[src/rtl/fltin_pkg.sv]
package fltin_pkg;
   typedef enum logic {
      WK_SAMPLE = 1'b0,
      WK_STAMP  = 1'b1
   } word_kind_e;

   localparam int unsigned MAX_DW = 64;
endpackage

[src/rtl/fltin_srcmux.sv]
module fltin_srcmux
   import fltin_pkg::*;
#(
   parameter int unsigned DW      = 16,
   parameter bit          CNV_SEL = 1'b1
) (
   input  logic          src_sel,
   input  logic          cnv_valid,
   input  logic          cnv_stamp,
   input  logic [DW-1:0] cnv_data,
   input  logic          cpu_wr,
   input  logic          cpu_stamp,
   input  logic [DW-1:0] cpu_data,
   output logic          in_vld,
   output word_kind_e    in_kind,
   output logic [DW-1:0] in_data,
   output logic          proc_sel
);
   logic use_cnv;

   assign use_cnv  = (src_sel == CNV_SEL);
   assign proc_sel = !use_cnv;
   assign in_vld   = use_cnv ? cnv_valid : cpu_wr;
   assign in_kind  = word_kind_e'(use_cnv ? cnv_stamp : cpu_stamp);
   assign in_data  = use_cnv ? cnv_data : cpu_data;
endmodule

[src/rtl/fltin_stage.sv]
module fltin_stage
   import fltin_pkg::*;
#(
   parameter int unsigned DW = 16
) (
   input  logic          clk,
   input  logic          rst,
   input  logic          in_vld,
   input  word_kind_e    in_kind,
   input  logic [DW-1:0] in_data,
   input  logic          core_done,
   input  logic          ts_take,
   output logic          tap_load,
   output logic [DW-1:0] tap_data,
   output logic          busy,
   output logic          ts_vld,
   output logic [DW-1:0] ts_data,
   output logic          buf_vld,
   output logic          ovr_evt
);
   logic          buf_vld_q;
   word_kind_e    buf_kind_q;
   logic [DW-1:0] buf_data_q;
   logic          busy_q;
   logic          ts_vld_q;
   logic [DW-1:0] ts_data_q;
   logic [DW-1:0] tap_data_q;
   logic          tap_load_q;

   logic          drain;
   logic          to_tap;
   logic          to_ts;
   logic          ld_tap;
   logic          ld_ts;
   logic          hold_new;
   logic [DW-1:0] fwd_data;

   always_comb begin
      drain  = buf_vld_q && ((buf_kind_q == WK_STAMP) ? !ts_vld_q : !busy_q);
      to_tap = in_vld && (in_kind == WK_SAMPLE) && !busy_q;
      to_ts  = in_vld && (in_kind == WK_STAMP) && !ts_vld_q;
      if (buf_vld_q) begin
         ld_tap   = drain && (buf_kind_q == WK_SAMPLE);
         ld_ts    = drain && (buf_kind_q == WK_STAMP);
         hold_new = drain && in_vld;
         fwd_data = buf_data_q;
      end else begin
         ld_tap   = to_tap;
         ld_ts    = to_ts;
         hold_new = in_vld && !to_tap && !to_ts;
         fwd_data = in_data;
      end
      ovr_evt = buf_vld_q && !drain && in_vld;
   end

   always_ff @(posedge clk) begin
      if (rst) begin
         buf_vld_q  <= 1'b0;
         buf_kind_q <= WK_SAMPLE;
         buf_data_q <= '0;
         busy_q     <= 1'b0;
         ts_vld_q   <= 1'b0;
         ts_data_q  <= '0;
         tap_data_q <= '0;
         tap_load_q <= 1'b0;
      end else begin
         tap_load_q <= ld_tap;
         if (ld_tap) begin
            tap_data_q <= fwd_data;
         end
         if (ld_tap) begin
            busy_q <= 1'b1;
         end else if (core_done) begin
            busy_q <= 1'b0;
         end
         if (ld_ts) begin
            ts_vld_q  <= 1'b1;
            ts_data_q <= fwd_data;
         end else if (ts_take) begin
            ts_vld_q <= 1'b0;
         end
         if (hold_new) begin
            buf_vld_q  <= 1'b1;
            buf_kind_q <= in_kind;
            buf_data_q <= in_data;
         end else if (drain) begin
            buf_vld_q <= 1'b0;
         end
      end
   end

   assign tap_load = tap_load_q;
   assign tap_data = tap_data_q;
   assign busy     = busy_q;
   assign ts_vld   = ts_vld_q;
   assign ts_data  = ts_data_q;
   assign buf_vld  = buf_vld_q;


   no_load_busy_chk: assert property (@(posedge clk) disable iff (rst)
      (busy_q && !core_done) |=> !tap_load_q);


   keep_on_ovr_chk: assert property (@(posedge clk) disable iff (rst)
      ovr_evt |=> (buf_vld_q && $stable(buf_data_q) && $stable(buf_kind_q)));


   ts_hold_chk: assert property (@(posedge clk) disable iff (rst)
      (ts_vld_q && !ts_take) |=> (ts_vld_q && $stable(ts_data_q)));
endmodule

[src/rtl/fltin_flags.sv]
module fltin_flags #(
   parameter bit REQ_REG = 1'b0
) (
   input  logic clk,
   input  logic rst,
   input  logic proc_sel,
   input  logic buf_vld,
   input  logic in_vld,
   input  logic ovr_evt,
   input  logic dma_sel,
   input  logic empty_ie,
   input  logic data_ie,
   input  logic err_ie,
   input  logic data_clr,
   input  logic ovr_clr,
   output logic dma_req,
   output logic empty_irq,
   output logic data_flag,
   output logic ovr_flag,
   output logic err_irq
);
   logic data_flag_q;
   logic ovr_flag_q;
   logic want_svc;
   logic dma_n;
   logic irq_n;

   assign want_svc = proc_sel && !buf_vld;
   assign dma_n    = want_svc && dma_sel;
   assign irq_n    = want_svc && empty_ie && !dma_sel;

   generate
      if (REQ_REG) begin : g_req_reg
         logic dma_q;
         logic irq_q;
         always_ff @(posedge clk) begin
            if (rst) begin
               dma_q <= 1'b0;
               irq_q <= 1'b0;
            end else begin
               dma_q <= dma_n;
               irq_q <= irq_n;
            end
         end
         assign dma_req   = dma_q;
         assign empty_irq = irq_q;
      end else begin : g_req_comb
         assign dma_req   = dma_n;
         assign empty_irq = irq_n;
      end
   endgenerate

   always_ff @(posedge clk) begin
      if (rst) begin
         data_flag_q <= 1'b0;
         ovr_flag_q  <= 1'b0;
      end else begin
         if (in_vld && data_ie) begin
            data_flag_q <= 1'b1;
         end else if (data_clr) begin
            data_flag_q <= 1'b0;
         end
         if (ovr_evt) begin
            ovr_flag_q <= 1'b1;
         end else if (ovr_clr) begin
            ovr_flag_q <= 1'b0;
         end
      end
   end

   assign data_flag = data_flag_q;
   assign ovr_flag  = ovr_flag_q;
   assign err_irq   = ovr_flag_q && err_ie;


   req_excl_chk: assert property (@(posedge clk) disable iff (rst)
      !(dma_req && empty_irq));


   ovr_sticky_chk: assert property (@(posedge clk) disable iff (rst)
      (ovr_flag_q && !ovr_clr) |=> ovr_flag_q);


   dflag_sticky_chk: assert property (@(posedge clk) disable iff (rst)
      (data_flag_q && !data_clr) |=> data_flag_q);


   dflag_gate_chk: assert property (@(posedge clk) disable iff (rst)
      (!data_flag_q && !(in_vld && data_ie)) |=> !data_flag_q);
endmodule

[src/rtl/fltin_ctrl.sv]
module fltin_ctrl
   import fltin_pkg::*;
#(
   parameter int unsigned DW      = 16,
   parameter bit          CNV_SEL = 1'b1,
   parameter bit          REQ_REG = 1'b0
) (
   input  logic          clk,
   input  logic          rst,
   input  logic          src_sel,
   input  logic          cnv_valid,
   input  logic          cnv_stamp,
   input  logic [DW-1:0] cnv_data,
   input  logic          cpu_wr,
   input  logic          cpu_stamp,
   input  logic [DW-1:0] cpu_data,
   input  logic          dma_sel,
   input  logic          empty_ie,
   input  logic          data_ie,
   input  logic          err_ie,
   input  logic          data_clr,
   input  logic          ovr_clr,
   input  logic          core_done,
   input  logic          ts_take,
   output logic          tap_load,
   output logic [DW-1:0] tap_data,
   output logic          filt_busy,
   output logic          ts_valid,
   output logic [DW-1:0] ts_data,
   output logic          buf_full,
   output logic          dma_req,
   output logic          empty_irq,
   output logic          data_flag,
   output logic          ovr_flag,
   output logic          err_irq
);
   generate
      if (DW < 2 || DW > MAX_DW) begin : g_bad_dw
         $error("fltin_ctrl: DW out of supported range");
      end
   endgenerate

   logic          in_vld;
   word_kind_e    in_kind;
   logic [DW-1:0] in_data;
   logic          proc_sel;
   logic          buf_vld;
   logic          ovr_evt;

   fltin_srcmux #(.DW(DW), .CNV_SEL(CNV_SEL)) u_mux (
      .src_sel   (src_sel),
      .cnv_valid (cnv_valid),
      .cnv_stamp (cnv_stamp),
      .cnv_data  (cnv_data),
      .cpu_wr    (cpu_wr),
      .cpu_stamp (cpu_stamp),
      .cpu_data  (cpu_data),
      .in_vld    (in_vld),
      .in_kind   (in_kind),
      .in_data   (in_data),
      .proc_sel  (proc_sel)
   );

   fltin_stage #(.DW(DW)) u_stage (
      .clk       (clk),
      .rst       (rst),
      .in_vld    (in_vld),
      .in_kind   (in_kind),
      .in_data   (in_data),
      .core_done (core_done),
      .ts_take   (ts_take),
      .tap_load  (tap_load),
      .tap_data  (tap_data),
      .busy      (filt_busy),
      .ts_vld    (ts_valid),
      .ts_data   (ts_data),
      .buf_vld   (buf_vld),
      .ovr_evt   (ovr_evt)
   );

   fltin_flags #(.REQ_REG(REQ_REG)) u_flags (
      .clk       (clk),
      .rst       (rst),
      .proc_sel  (proc_sel),
      .buf_vld   (buf_vld),
      .in_vld    (in_vld),
      .ovr_evt   (ovr_evt),
      .dma_sel   (dma_sel),
      .empty_ie  (empty_ie),
      .data_ie   (data_ie),
      .err_ie    (err_ie),
      .data_clr  (data_clr),
      .ovr_clr   (ovr_clr),
      .dma_req   (dma_req),
      .empty_irq (empty_irq),
      .data_flag (data_flag),
      .ovr_flag  (ovr_flag),
      .err_irq   (err_irq)
   );

   assign buf_full = buf_vld;
endmodule

[config.mk]
export PLATFORM = sky130hd
export DESIGN_NAME = fltin_ctrl
export DESIGN_NICKNAME = d
export VERILOG_FILES = /design/src/rtl/fltin_pkg.sv /design/src/rtl/fltin_srcmux.sv /design/src/rtl/fltin_stage.sv /design/src/rtl/fltin_flags.sv /design/src/rtl/fltin_ctrl.sv
export SDC_FILE = /design/constraint.sdc
export NUM_CORES = 1
export LEC_CHECK = 0
export BUFFER_PORTS_ARGS = -buffer_cell sky130_fd_sc_hd__buf_4
export CAP_MARGIN = 30
export CORE_ASPECT_RATIO = 1.25
export CORE_MARGIN = 5
export CORE_UTILIZATION = 40
export CTS_BUF_LIST = sky130_fd_sc_hd__clkbuf_16
export DETAILED_ROUTE_END_ITERATION = 16
export GPL_TIMING_DRIVEN = 1
export PLACE_DENSITY = 0.73
export SYNTH_ARGS = -nofsm -noshare
export SYNTH_HDL_FRONTEND = slang
export SYNTH_HIERARCHICAL = 1
export SYNTH_SLANG_ARGS = --single-unit
[constraint.sdc]
create_clock -name clk -period 4.7 [get_ports clk]
set_input_delay 0.94 -clock clk [delete_from_list [all_inputs] [get_ports clk]]
set_output_delay 0.94 -clock clk [all_outputs]
set_load 0.01 [all_outputs]
# Yosys cells after proc, flatten, opt, wreduce, memory -nomap -nowiden
# Index checks and enable logic that the tools add are counted.
# totals
regBits	55
inputBits	47
out_inout_bits	41
word_cells	61
# op_classes
muxes	18
bitwise	2
n_reduce_logical	31
# ops
op	n
$mux 16	2
$logic_and 1x1->1	18
$mux 1	16
$reduce_bool 2->1	5
$logic_not 1->1	8
$not 1->1	2

# Depth between registers and ports, before layout
# Gate-level depths: netlist (run 1).
# depth
depth_word	9
ltp_mapped	7
depth_no_buf	5

# Cells and area by module
# Netlist (run 1), hierarchy kept.
# modules_own_cells
mod	n_inst	cells_each	area_each_um2	seq_area_each_um2
fltin_stage	1	237	2304.7	1061.0
fltin_srcmux	1	21	271.5	0.0
fltin_flags	1	11	98.8	40.0

# Least setup slack after synthesis (run 1)
# Ideal clock, no wire load.
# synth_timing
path_kind	input -> register
start	input src_sel
end	register u_stage.tap_data_q[10] (netlist: u_stage/tap_data[10])
setup_ns	0.118
arrival_ns	2.354
required_ns	4.582
setup_slack_ns	2.228
stages	7
path_buffers	3
cell_sequence	buf_6 -> mux2_2 -> or3b_1 -> a21o_1 -> buf_6 -> buf_12 -> mux2i_1
# synth_via
elab_chain_len	5
word_cells_on_any_way	8
classes_between	mux: 5; bitwise: 1; reduce/logical: 2
# synth_lines
item	line_no	text
start: declaration	fltin_ctrl.sv:10	input logic src_sel,
$mux 1	fltin_srcmux.sv:24	assign in_kind = word_kind_e'(use_cnv ? cnv_stamp : cpu_stamp);
via in_kind	fltin_ctrl.sv:44	word_kind_e in_kind;
$not 1->1	fltin_stage.sv:40	to_tap = in_vld && (in_kind == WK_SAMPLE) && !busy_q;
$logic_and 1x1->1 (2 in series)	fltin_stage.sv:40	
$mux 1	fltin_stage.sv:42	if (buf_vld_q) begin
end signal: assignment	fltin_stage.sv:69	tap_data_q <= fwd_data;
end: declaration	fltin_stage.sv:27	logic [DW-1:0] tap_data_q;
# The timed path passes the listed nets, and every way through them passes these cells.
# A chain may end at the register's enable or synchronous reset.

# Worst setup path in the final report (run 1)
# layout_timing
start	input src_sel
end	register u_stage.buf_data_q[11]
# layout_via
elab_chain_len	8
word_cells_on_any_way	14
classes_between	mux: 4; bitwise: 1; reduce/logical: 9
# layout_lines
item	line_no	text
$mux 1 *	fltin_srcmux.sv:24	
via in_kind	fltin_ctrl.sv:44	
$not 1->1	fltin_stage.sv:40	
$logic_and 1x1->1 (2 in series)	fltin_stage.sv:40	
$logic_not 1->1	fltin_stage.sv:50	hold_new = in_vld && !to_tap && !to_ts;
$logic_and 1x1->1	fltin_stage.sv:50	
$logic_and 1x1->1 *	fltin_stage.sv:50	
$mux 1 *	fltin_stage.sv:42	
end signal: assignment	fltin_stage.sv:85	buf_data_q <= in_data;
end: declaration	fltin_stage.sv:23	logic [DW-1:0] buf_data_q;
# Mark *: on every way through the listed nets, which the timed path passes. The rest lies on a longest branch.

==> reports/metrics.yaml, run 1 <==
intPower_mw: 0.935
layout_setup_ws_ns: 2.00
synth_cell_types: 27
cts_hold_buffers: 0
worstReg2RegEnd: "u_stage/buf_data_q[11]$_SDFFE_PP0P_"
synth_edf_count: 0
cp_cell_sequence: "buf_4, mux2_2, mux2_2, a22o_1, mux2i_1"
viasPerCell: 4.75
cts_setup_buffers: 0
cpPeakStageDelay_ns: 0.77
tightest_slew_ns: 0.986
crit_fanout: 19
min_to: "u_stage/buf_data_q[2]$_SDFFE_PP0P_"
ys_ff_latch: 55
pwr-share-clk_pct: 37.6
die_x_um: 83.1
pre_cts_ws_ns: 1.67
drcViolationCount: 0
fmax_mhz: 370
drt_wl_total_mm: 6.10
startpoint_type: "input port"
path_delay_family: "multiplexers"
nets: 393
avgSynthCellArea_um2: 9.94
power_leakage_nw: 1.65
syn_inst: 269
vias: 2062
setup_viol: 0
setup_tns_ns: 0
top_layer: "met4"
wl_met1_mm: 2.53
synth_area_um2: 2680
antennaDiodeCount: 0
hold_slack_ns: 0.460
numCtsBuffers: 5
hp-start: "u_stage/buf_data_q[2]$_SDFFE_PP0P_"
boundaryPins: 88
ys.flop_type: "dfxtp_1"
start_util_pct: 41.0
ys_top_cells_by_area: "dfxtp_1 (41%), mux2i_1 (18%), nand2_1 (12%)"
rsz0062_at_grt: "false"
r2r_slack_ns: 2.32
gp_congestion: 0.753
wire_per_inst_um: 14.1
drt_iter0_drc: 93
dieArea_um2: 8430
slowest_stage: "a22o_1"
yosysWarnings: 6
pwr-share-comb_pct: 19.2
cts_sinks: 55
synth_top_area_share_pct: 41.2
die_h_um: 101
place_area_um2: 3300
antenna_found_initial: 0
async_flop_share_pct: 0
clock_path_buffers: 2
layoutNonFillerInstCount: 434
clk_pin_slew_ns: 0.07
finalMaxSlewViolations: 0
design_area_um2: 3490
synth-seq-area-share_pct: 41.2
dr_wl_met3_um: 421
clock_skew_ns: 0.00169
switching_share_pct: 23.3
utilization_pct: 53.5
synth_area_leader_cell: "dfxtp_1"
grt_start_max_net_pins: 56
cap_viol_max_count: 0
fin_crit_sh_pct: 57.5
ctsRootBufferMaster: "clkbuf_16"
ir_drop_v: 0.000196
ys_top_cells_by_count: "nand2_1 (82), dfxtp_1 (55), mux2i_1 (49)"
grt_pass1_vias: 2066
power.total_mw: 1.22
pwr-share-seq_pct: 43.2
finalHoldViolations: 0
dr.pass1.iters: 3
cts_tree: "done"
outcome: "finished clean"
io_buffer_count: 87
path_buf_inv: 1
worst-r2r-cell-count: 3
cp.required_ns: 4.90
yosysMostFrequentCell: "nand2_1"
syn-num-nets: 316
post_cts_resized: 0
slew_headroom_pct: 34.2
grt_pass1_wl_mm: 9.91
gr-usage-all-layers_pct: 14.5
p_per_area_nw_per_um2: 349
cpMostUsedCell: "mux2_2"
p_switching_mw: 0.284
rr_startpoint: "u_stage/buf_vld$_SDFFE_PP0P_"
hpwlAfterDp_mm: 4.50
cp_data_arrival_time_ns: 2.90
htreeDepth: 2
fin_crit_ns: 2.70
clk_latency_ns: 0.28
cp.depth: 5
core_area_um2: 6520
postRouteAntennaNets: 0
layout-drive-gt1-share_pct: 38.9
hp-class: "flip-flop to flip-flop"
rows: 33
worstHoldPathCells: 2
placed_cells: 426
crit_type: "input port to flip-flop"
met2WireLength_mm: 3.08
crit_path_end_kind: "flip-flop"
gr-total-overflow: 0
syn2layout_area_growth_pct: 30.4
worst min-delay path, cell delays in order (launching register included):
cell,delay [ns]
dfxtp_1,0.31
nand2_1,0.05
mux2i_1,0.05
power by group through the flow:
stage | Combinational, mW | Sequential, mW | Clock, mW
6_report | 0.234 | 0.526 | 0.459
5_1_grt | 0.256 | 0.531 | 0.492
4_1_cts | 0.239 | 0.526 | 0.474
3_5_place_dp | 0.238 | 0.537 | 0
3_3_place_gp | 0.233 | 0.536 | 0
2_1_floorplan | 0.143 | 0.542 | 0
worst max-delay path by stage:
stage / startpoint / end / slack (ns)
after floorplan: src_sel / u_stage/tap_data[10]$_SDFFE_PP0P_ / 2.23
after global placement: src_sel / u_stage/buf_kind_q$_SDFFE_PP0P_ / 1.70
after detailed placement: src_sel / u_stage/buf_kind_q$_SDFFE_PP0P_ / 1.67
after CTS: src_sel / u_stage/buf_data_q[11]$_SDFFE_PP0P_ / 1.97
after global routing: src_sel / u_stage/buf_data_q[13]$_SDFFE_PP0P_ / 1.87
final: src_sel / u_stage/buf_data_q[11]$_SDFFE_PP0P_ / 2.00
layout by cell type, fill, tap and decap left out, types with 2 or more instances in the layout:
cell,n
buf_4,88
nand2_1,82
dfxtp_1,55
mux2i_1,49
mux2_2,26
mux2_4,9
nand2b_1,6
clkbuf_16,5
a21oi_1,4
inv_1,3
and2_1,3
bufinv_16,2
nor2b_1,2
a21o_1,2
o221a_2,2
state kept, by name, indices dropped and copies added, names as in the netlist:
signal              flops
u_flags/data_flag       1
u_flags/ovr_flag        1
u_stage/buf_data_q     16
u_stage/buf_kind_q      1
u_stage/buf_vld         1
u_stage/busy            1
u_stage/tap_data       16
u_stage/tap_load        1
u_stage/ts_data        16
u_stage/ts_vld          1
cell families after synthesis:
logic type      synth area share (%)
flops                           41.2
compound gates                  2.76
mux                             34.3
simple gates                    15.9
buf+inv                         5.80
layer usage:
| metal | vias up | global-route usage [%] |
|---|---|---|
| li1 | 1053 | - |
| met1 | 941 | 16.0 |
| met2 | 63 | 27.0 |
| met3 | 5 | 4.56 |
| met4 | 0 | 4.15 |
| met5 | - | 0 |
area by class of cell:
class | count | area (µm²)
Clock inverter | 3 | 63.8
Tap cell | 87 | 109
Fill cell | 621 | 3030
Clock buffer | 5 | 125
Multi-Input combinational cell | 193 | 1420
Sequential cell | 55 | 1100
Inverter | 3 | 11.3
Timing Repair Buffer | 88 | 661
No activity file was read; power rests on OpenSTA's default activity.
==> inputs of run 2 (changes only) <==
--- a/config.mk
+++ b/config.mk
@@ -5,6 +5,7 @@
 export SDC_FILE = /design/constraint.sdc
 export NUM_CORES = 1
 export LEC_CHECK = 0
+export ABC_AREA = 1
 export BUFFER_PORTS_ARGS = -buffer_cell sky130_fd_sc_hd__buf_4
 export CAP_MARGIN = 30
 export CORE_ASPECT_RATIO = 1.25
@@ -13,7 +14,7 @@
 export CTS_BUF_LIST = sky130_fd_sc_hd__clkbuf_16
 export DETAILED_ROUTE_END_ITERATION = 16
 export GPL_TIMING_DRIVEN = 1
-export PLACE_DENSITY = 0.73
+export PLACE_DENSITY = 0.72
 export SYNTH_ARGS = -nofsm -noshare
 export SYNTH_HDL_FRONTEND = slang
 export SYNTH_HIERARCHICAL = 1
==> constraint.sdc (replaced) <==
create_clock -name clk -period 2.7 [get_ports clk]
set_input_delay 0.54 -clock clk [delete_from_list [all_inputs] [get_ports clk]]
set_output_delay 0.54 -clock clk [all_outputs]
set_load 0.01 [all_outputs]
==> run 2 against run 1 <==
  * Critical endpoint is now u_stage/ts_data[2]$_SDFFE_PP0P_
  * Highest routed layer unchanged
  * Sequential power up 84%
  * Cell count up 30%
  * Sequential share of layout area about the same
  * Synthesized area up 0.70%
  * First-iteration DRC count up 78%
  * Largest power group unchanged
  * Critical path depth up 5
==> reports/metrics.yaml, run 2 <==
post_cts_resized: 0  # unchanged
htreeDepth: 2  # unchanged
rows: 33  # unchanged
setup_tns_ns: 0  # unchanged
startpoint_type: "input port"
power_leakage_nw: 1.72  # +4.1%
syn2layout_area_growth_pct: 29.4
fmax_mhz: 497
synth_edf_count: 0  # unchanged
io_buffer_count: 87  # unchanged
final_common_cell: "nand2_1"
synth_area_um2: 2690  # +0.70%
drt_iter0_drc: 166  # +78%
ir_drop_v: 0.000376  # +92%
cp_data_arrival_time_ns: 2.24  # -0.66 ns
slew_headroom_pct: 58.6  # +24 points
synth-seq-area-share_pct: 40.9  # -0.29 points
vias: 2721  # +32%
grt_start_max_net_pins: 35  # -38%
die_h_um: 102  # +0.32%
layout_common_cells: "nand2_1 (120), buf_4 (89), nor2_1 (59)"
ctsRootBufferMaster: "clkbuf_16"
clk_latency_ns: 0.29  # about the same
path_buf_inv: 3  # +2
syn_inst: 403  # +50%
layout-drive-gt1-share_pct: 24.1  # -15 points
outcome: "finished clean"
cts_tree: "done"
finalMaxSlewViolations: 0  # unchanged
grt_pass1_wl_mm: 11.4  # +15%
avgSynthCellArea_um2: 6.68  # -33%
cts_sinks: 55  # unchanged
crit_type: "input port to flip-flop"
clock_path_buffers: 2  # unchanged
clock_skew_ns: 0.00466  # +0.00296 ns
core_area_um2: 6570  # +0.63%
ys_ff_latch: 55  # unchanged
nets: 523  # +33%
cts_hold_buffers: 0  # unchanged
ys_top_cells_by_count: "nand2_1 (120), nor2_1 (59), dfxtp_1 (55)"
clk_pin_slew_ns: 0.07  # about the same
wire_per_inst_um: 11.7  # -16%
yosysMostFrequentCell: "nand2_1"
crit_path_end_kind: "flip-flop"
r2r_slack_ns: 0.84  # -1.48 ns
cts_setup_buffers: 0  # unchanged
grt_pass1_vias: 2608  # +26%
rsz0062_at_grt: "false"
synth_cell_types: 25  # -7.4%
gr-usage-all-layers_pct: 16.2  # +1.7 points
viasPerCell: 4.82  # +1.5%
fin_crit_ns: 2.01
cpPeakStageDelay_ns: 0.30  # -0.47 ns
start_util_pct: 41.0  # about the same
gp_congestion: 0.811  # +7.7%
async_flop_share_pct: 0  # unchanged
numCtsBuffers: 5  # unchanged
hp-class: "flip-flop to flip-flop"
antenna_found_initial: 0  # unchanged
fin_crit_sh_pct: 74.6
finalHoldViolations: 0  # unchanged
hpwlAfterDp_mm: 4.96  # +10%
synth_area_leader_cell: "dfxtp_1"
boundaryPins: 88  # unchanged
synth_top_area_share_pct: 40.9  # -0.29 points
drt_wl_total_mm: 6.62  # +8.6%
path_delay_family: "simple AND/OR/NAND/NOR gates"
dr.pass1.iters: 5  # +2
yosysWarnings: 6  # unchanged
gr-total-overflow: 0  # unchanged
syn-num-nets: 450  # +42%
tightest_slew_ns: 0.620  # -0.366 ns
setup_viol: 0  # unchanged
cp.required_ns: 2.93  # -1.97 ns
p_per_area_nw_per_um2: 663  # +90%
ys.flop_type: "dfxtp_1"
cp_cell_sequence: "buf_4, inv_8, nand2_1, nand2_1, nand3_1, nand2_2, nand2_2, o21ai_0, inv_1, nor2_1"
antennaDiodeCount: 0  # unchanged
postRouteAntennaNets: 0  # unchanged
crit_fanout: 19  # unchanged
dieArea_um2: 8490  # +0.62%
ys_top_cells_by_area: "dfxtp_1 (41%), nand2_1 (17%), nor2_1 (8.2%)"
die_x_um: 83.4  # +0.31%
power.total_mw: 2.31  # +89%
drcViolationCount: 0  # unchanged
cap_viol_max_count: 0  # unchanged
slowest_stage: "nand2_2"
[run 2: layer usage]
layer | GRT usage [%] | wire length (µm) | up-vias
li1 | - | - | 1419
met1 | 19.4 | 2800 | 1212
met2 | 29.0 | 3350 | 84
met3 | 3.50 | 390 | 6
met4 | 5.28 | 78 | 0
met5 | 0 | 0 | -
[run 2: cells by family (layout without fill, tap and decap cells)]
logic type      after synthesis  in the layout  synth area share [%]
buf+inv                      56            130                  10.9
flops                        55             55                  40.9
simple gates                224            224                  34.4
compound gates               68             68                  13.8
[run 2: final timing paths]
path,startpoint,end,depth (start not counted)
hold / removal,u_stage/ts_data[11]$_SDFFE_PP0P_,u_stage/ts_data[11]$_SDFFE_PP0P_,2
setup reg to reg,u_stage/buf_vld$_SDFFE_PP0P_,u_stage/ts_data[2]$_SDFFE_PP0P_,6
hold reg to reg,u_stage/ts_data[11]$_SDFFE_PP0P_,u_stage/ts_data[11]$_SDFFE_PP0P_,2
setup / recovery,src_sel,u_stage/ts_data[2]$_SDFFE_PP0P_,10
[run 2: final cells by class]
type | count | area, µm²
inverter | 33 | 136
fill | 665 | 3080
sequential | 55 | 1100
tap | 87 | 109
timing repair buffer | 89 | 668
clock buffer | 5 | 125
multi-input combinational | 292 | 1300
clock inverter | 3 | 46.3
[run 2: power by group]
| group | leakage, nW | switching [mW] | internal, mW |
|---|---|---|---|
| logic | 1.19 | 0.352 | 0.255 |
| registers | 0.452 | 0.0520 | 0.914 |
| clock network | 0.0804 | 0.296 | 0.441 |
| total | 1.72 | 0.699 | 1.61 |
[run 2: worst min-delay path, delay by kind of cell (launching register included)]
family             cells  cell delay, ns
DFF                    1            0.31
and+or+nand+nor        1            0.06
AOI/OAI and AO/OA      1            0.05
[run 2: through the flow]
stage / hold slack, ns / std cells / utilization, % / cell area [µm²] / setup slack, ns
floorplan: 0.483 / 403 / - / 2690 / 0.978
global placement: 0.460 / 556 / 50.5 / 3310 / 0.458
detailed placement: 0.457 / 556 / 50.5 / 3310 / 0.411
CTS: 0.468 / 564 / 53.1 / 3480 / 0.693
global route: 0.489 / 564 / 53.1 / 3480 / 0.473
finish: 0.466 / 564 / 53.1 / 3480 / 0.686
==> inputs of run 3 (changes only) <==
--- a/config.mk
+++ b/config.mk
@@ -5,7 +5,7 @@
 export SDC_FILE = /design/constraint.sdc
 export NUM_CORES = 1
 export LEC_CHECK = 0
-export ABC_AREA = 1
+export ABC_AREA = 0
 export BUFFER_PORTS_ARGS = -buffer_cell sky130_fd_sc_hd__buf_4
 export CAP_MARGIN = 30
 export CORE_ASPECT_RATIO = 1.25
@@ -14,7 +14,7 @@
 export CTS_BUF_LIST = sky130_fd_sc_hd__clkbuf_16
 export DETAILED_ROUTE_END_ITERATION = 16
 export GPL_TIMING_DRIVEN = 1
-export PLACE_DENSITY = 0.72
+export PLACE_DENSITY = 0.75
 export SYNTH_ARGS = -nofsm -noshare
 export SYNTH_HDL_FRONTEND = slang
 export SYNTH_HIERARCHICAL = 1
==> constraint.sdc (replaced) <==
create_clock -name clk -period 1.7 [get_ports clk]
set_input_delay 0.34 -clock clk [delete_from_list [all_inputs] [get_ports clk]]
set_output_delay 0.34 -clock clk [all_outputs]
set_load 0.01 [all_outputs]
==> run 3 against run 2 <==
  * Clock power up 34%
  * Critical path type is now flip-flop to primary output
  * Routed wire length is 5.4% lower
  * Flip-flop and latch count is the same
  * Global-route usage shrank 0.87 points
  * Register-to-register slack worse by 0.56 ns
  * First-iteration DRC count down 57%
  * Utilization grew 1.7 points
  * Sequential power is 49% higher
==> reports/metrics.yaml, run 3 (synthesis gave the netlist of run 1 again) <==
fmax_mhz: 665
vias: 2084  # -23%
layout-drive-gt1-share_pct: 41.3  # +17 points
worstReg2RegEnd: "u_stage/buf_data_q[11]$_SDFFE_PP0P_"
gr-total-overflow: 0  # unchanged
setup_tns_ns: 0  # unchanged
drt_wl_total_mm: 6.27  # -5.4%
cap_viol_max_count: 0  # unchanged
grt_pass1_vias: 2157  # -17%
crit_type: "flip-flop to primary output"
fin_crit_sh_pct: 88.5
boundaryPins: 88  # unchanged
ctsRootBufferMaster: "clkbuf_16"
cts_hold_buffers: 0  # unchanged
syn2layout_area_growth_pct: 33.6
power.total_mw: 3.14  # +36%
setup_viol: 0  # unchanged
p_per_area_nw_per_um2: 878  # +33%
cts_setup_buffers: 0  # unchanged
rows: 33  # unchanged
core_area_um2: 6520  # -0.63%
pre_cts_ws_ns: -0.0752  # -0.486 ns
start_util_pct: 41.0  # about the same
cp.required_ns: 1.36  # -1.57 ns
slew_headroom_pct: 77.5  # +19 points
tightest_slew_ns: 0.338  # -0.282 ns
clock_path_buffers: 2  # unchanged
gr-usage-all-layers_pct: 15.3  # -0.87 points
outcome: "finished clean"
dieArea_um2: 8430  # -0.62%
post_cts_resized: 0  # unchanged
layout_setup_ws_ns: 0.196  # -0.491 ns
viasPerCell: 4.68  # -2.9%
die_h_um: 101  # -0.31%
rr_startpoint: "u_stage/buf_vld$_SDFFE_PP0P_"
numCtsBuffers: 5  # unchanged
io_buffer_count: 87  # unchanged
ir_drop_v: 0.000507  # +35%
rsz0062_at_grt: "false"
cts_sinks: 55  # unchanged
critPathLaunch: "u_stage/buf_vld$_SDFFE_PP0P_"
antennaDiodeCount: 0  # unchanged
hp-class: "input port to flip-flop"
clk_pin_slew_ns: 0.07  # about the same
grt_start_max_net_pins: 47  # +34%
crit_path_end_kind: "primary output"
cp_data_arrival_time_ns: 1.16  # -1.08 ns
drcViolationCount: 0  # unchanged
clock_skew_ns: 0.00314  # -0.00151 ns
worst-r2r-cell-count: 5  # -1
nets: 405  # -23%
startpoint_type: "flip-flop"
r2r_slack_ns: 0.28  # -0.56 ns
wire_per_inst_um: 14.1  # +20%
drt_iter0_drc: 71  # -57%
die_x_um: 83.1  # -0.31%
final_common_cell: "buf_4"
grt_pass1_wl_mm: 10.4  # -9.1%
gp_congestion: 0.756  # -6.7%
clk_latency_ns: 0.29  # about the same
dr.pass1.iters: 6  # +1
power_leakage_nw: 1.71  # -0.76%
antenna_found_initial: 0  # unchanged
finalHoldViolations: 0  # unchanged
htreeDepth: 2  # unchanged
postRouteAntennaNets: 0  # unchanged
layout_common_cells: "buf_4 (97), nand2_1 (82), dfxtp_1 (55)"
cts_tree: "done"
fin_crit_ns: 1.50
crit_fanout: 7  # -12
finalMaxSlewViolations: 0  # unchanged
hpwlAfterDp_mm: 4.78  # -3.7%
crit_end: "empty_irq"
[run 3: stage by stage]
step / hold WS, ns / cell area, µm² / std cells / util, %
after global routing: 0.255 / 3570 / 445 / 54.8
after floorplan: 0.402 / 2700 / 269 / -
final: 0.258 / 3570 / 445 / 54.8
after detailed placement: 0.446 / 3440 / 438 / 52.7
after global placement: 0.437 / 3440 / 438 / 52.7
after CTS: 0.253 / 3570 / 445 / 54.8
[run 3: area by class of cell]
cell class,count,area [µm²]
clock buffers,5,125
repair buffers,100,788
clock inverters,2,13.8
fillers,630,2950
flip-flops and latches,55,1100
well taps,87,109
multi-input cells,193,1430
inverters,3,11.3
[run 3: worst min path at each step]
stage | startpoint | to | slack (ns) | cells past startpoint
floorplan | rst | u_stage/busy$_SDFFE_PP0P_ | 0.40 | 1
global placement | u_stage/buf_data_q[9]$_SDFFE_PP0P_ | u_stage/buf_data_q[9]$_SDFFE_PP0P_ | 0.44 | 2
detailed placement | u_stage/buf_data_q[2]$_SDFFE_PP0P_ | u_stage/buf_data_q[2]$_SDFFE_PP0P_ | 0.45 | 2
CTS | rst | u_stage/busy$_SDFFE_PP0P_ | 0.25 | 2
global route | rst | u_stage/busy$_SDFFE_PP0P_ | 0.26 | 2
finish | rst | u_stage/busy$_SDFFE_PP0P_ | 0.26 | 2
[run 3: worst max-delay path: stages (launching register included)]
cell      delay, ns
dfxtp_1        0.36
buf_4          0.16
and4bb_2       0.22
buf_4          0.14
[run 3: routing by layer]
metal  part of all wire [%]  routed length (µm)  track usage (%)
met1                     41                2570             17.0
met2                     51                3200             28.1
met3                    6.4                 404             4.80
met4                    1.5                  93             4.78
met5                      0                   0                0
[run 3: where the power goes]
group / leakage (nW) / internal (mW) / switching [mW] / total [mW]
clock network: 0.0696 / 0.538 / 0.449 / 0.988
registers: 0.448 / 1.39 / 0.0570 / 1.44
logic: 1.19 / 0.398 / 0.311 / 0.708
total: 1.71 / 2.32 / 0.817 / 3.14
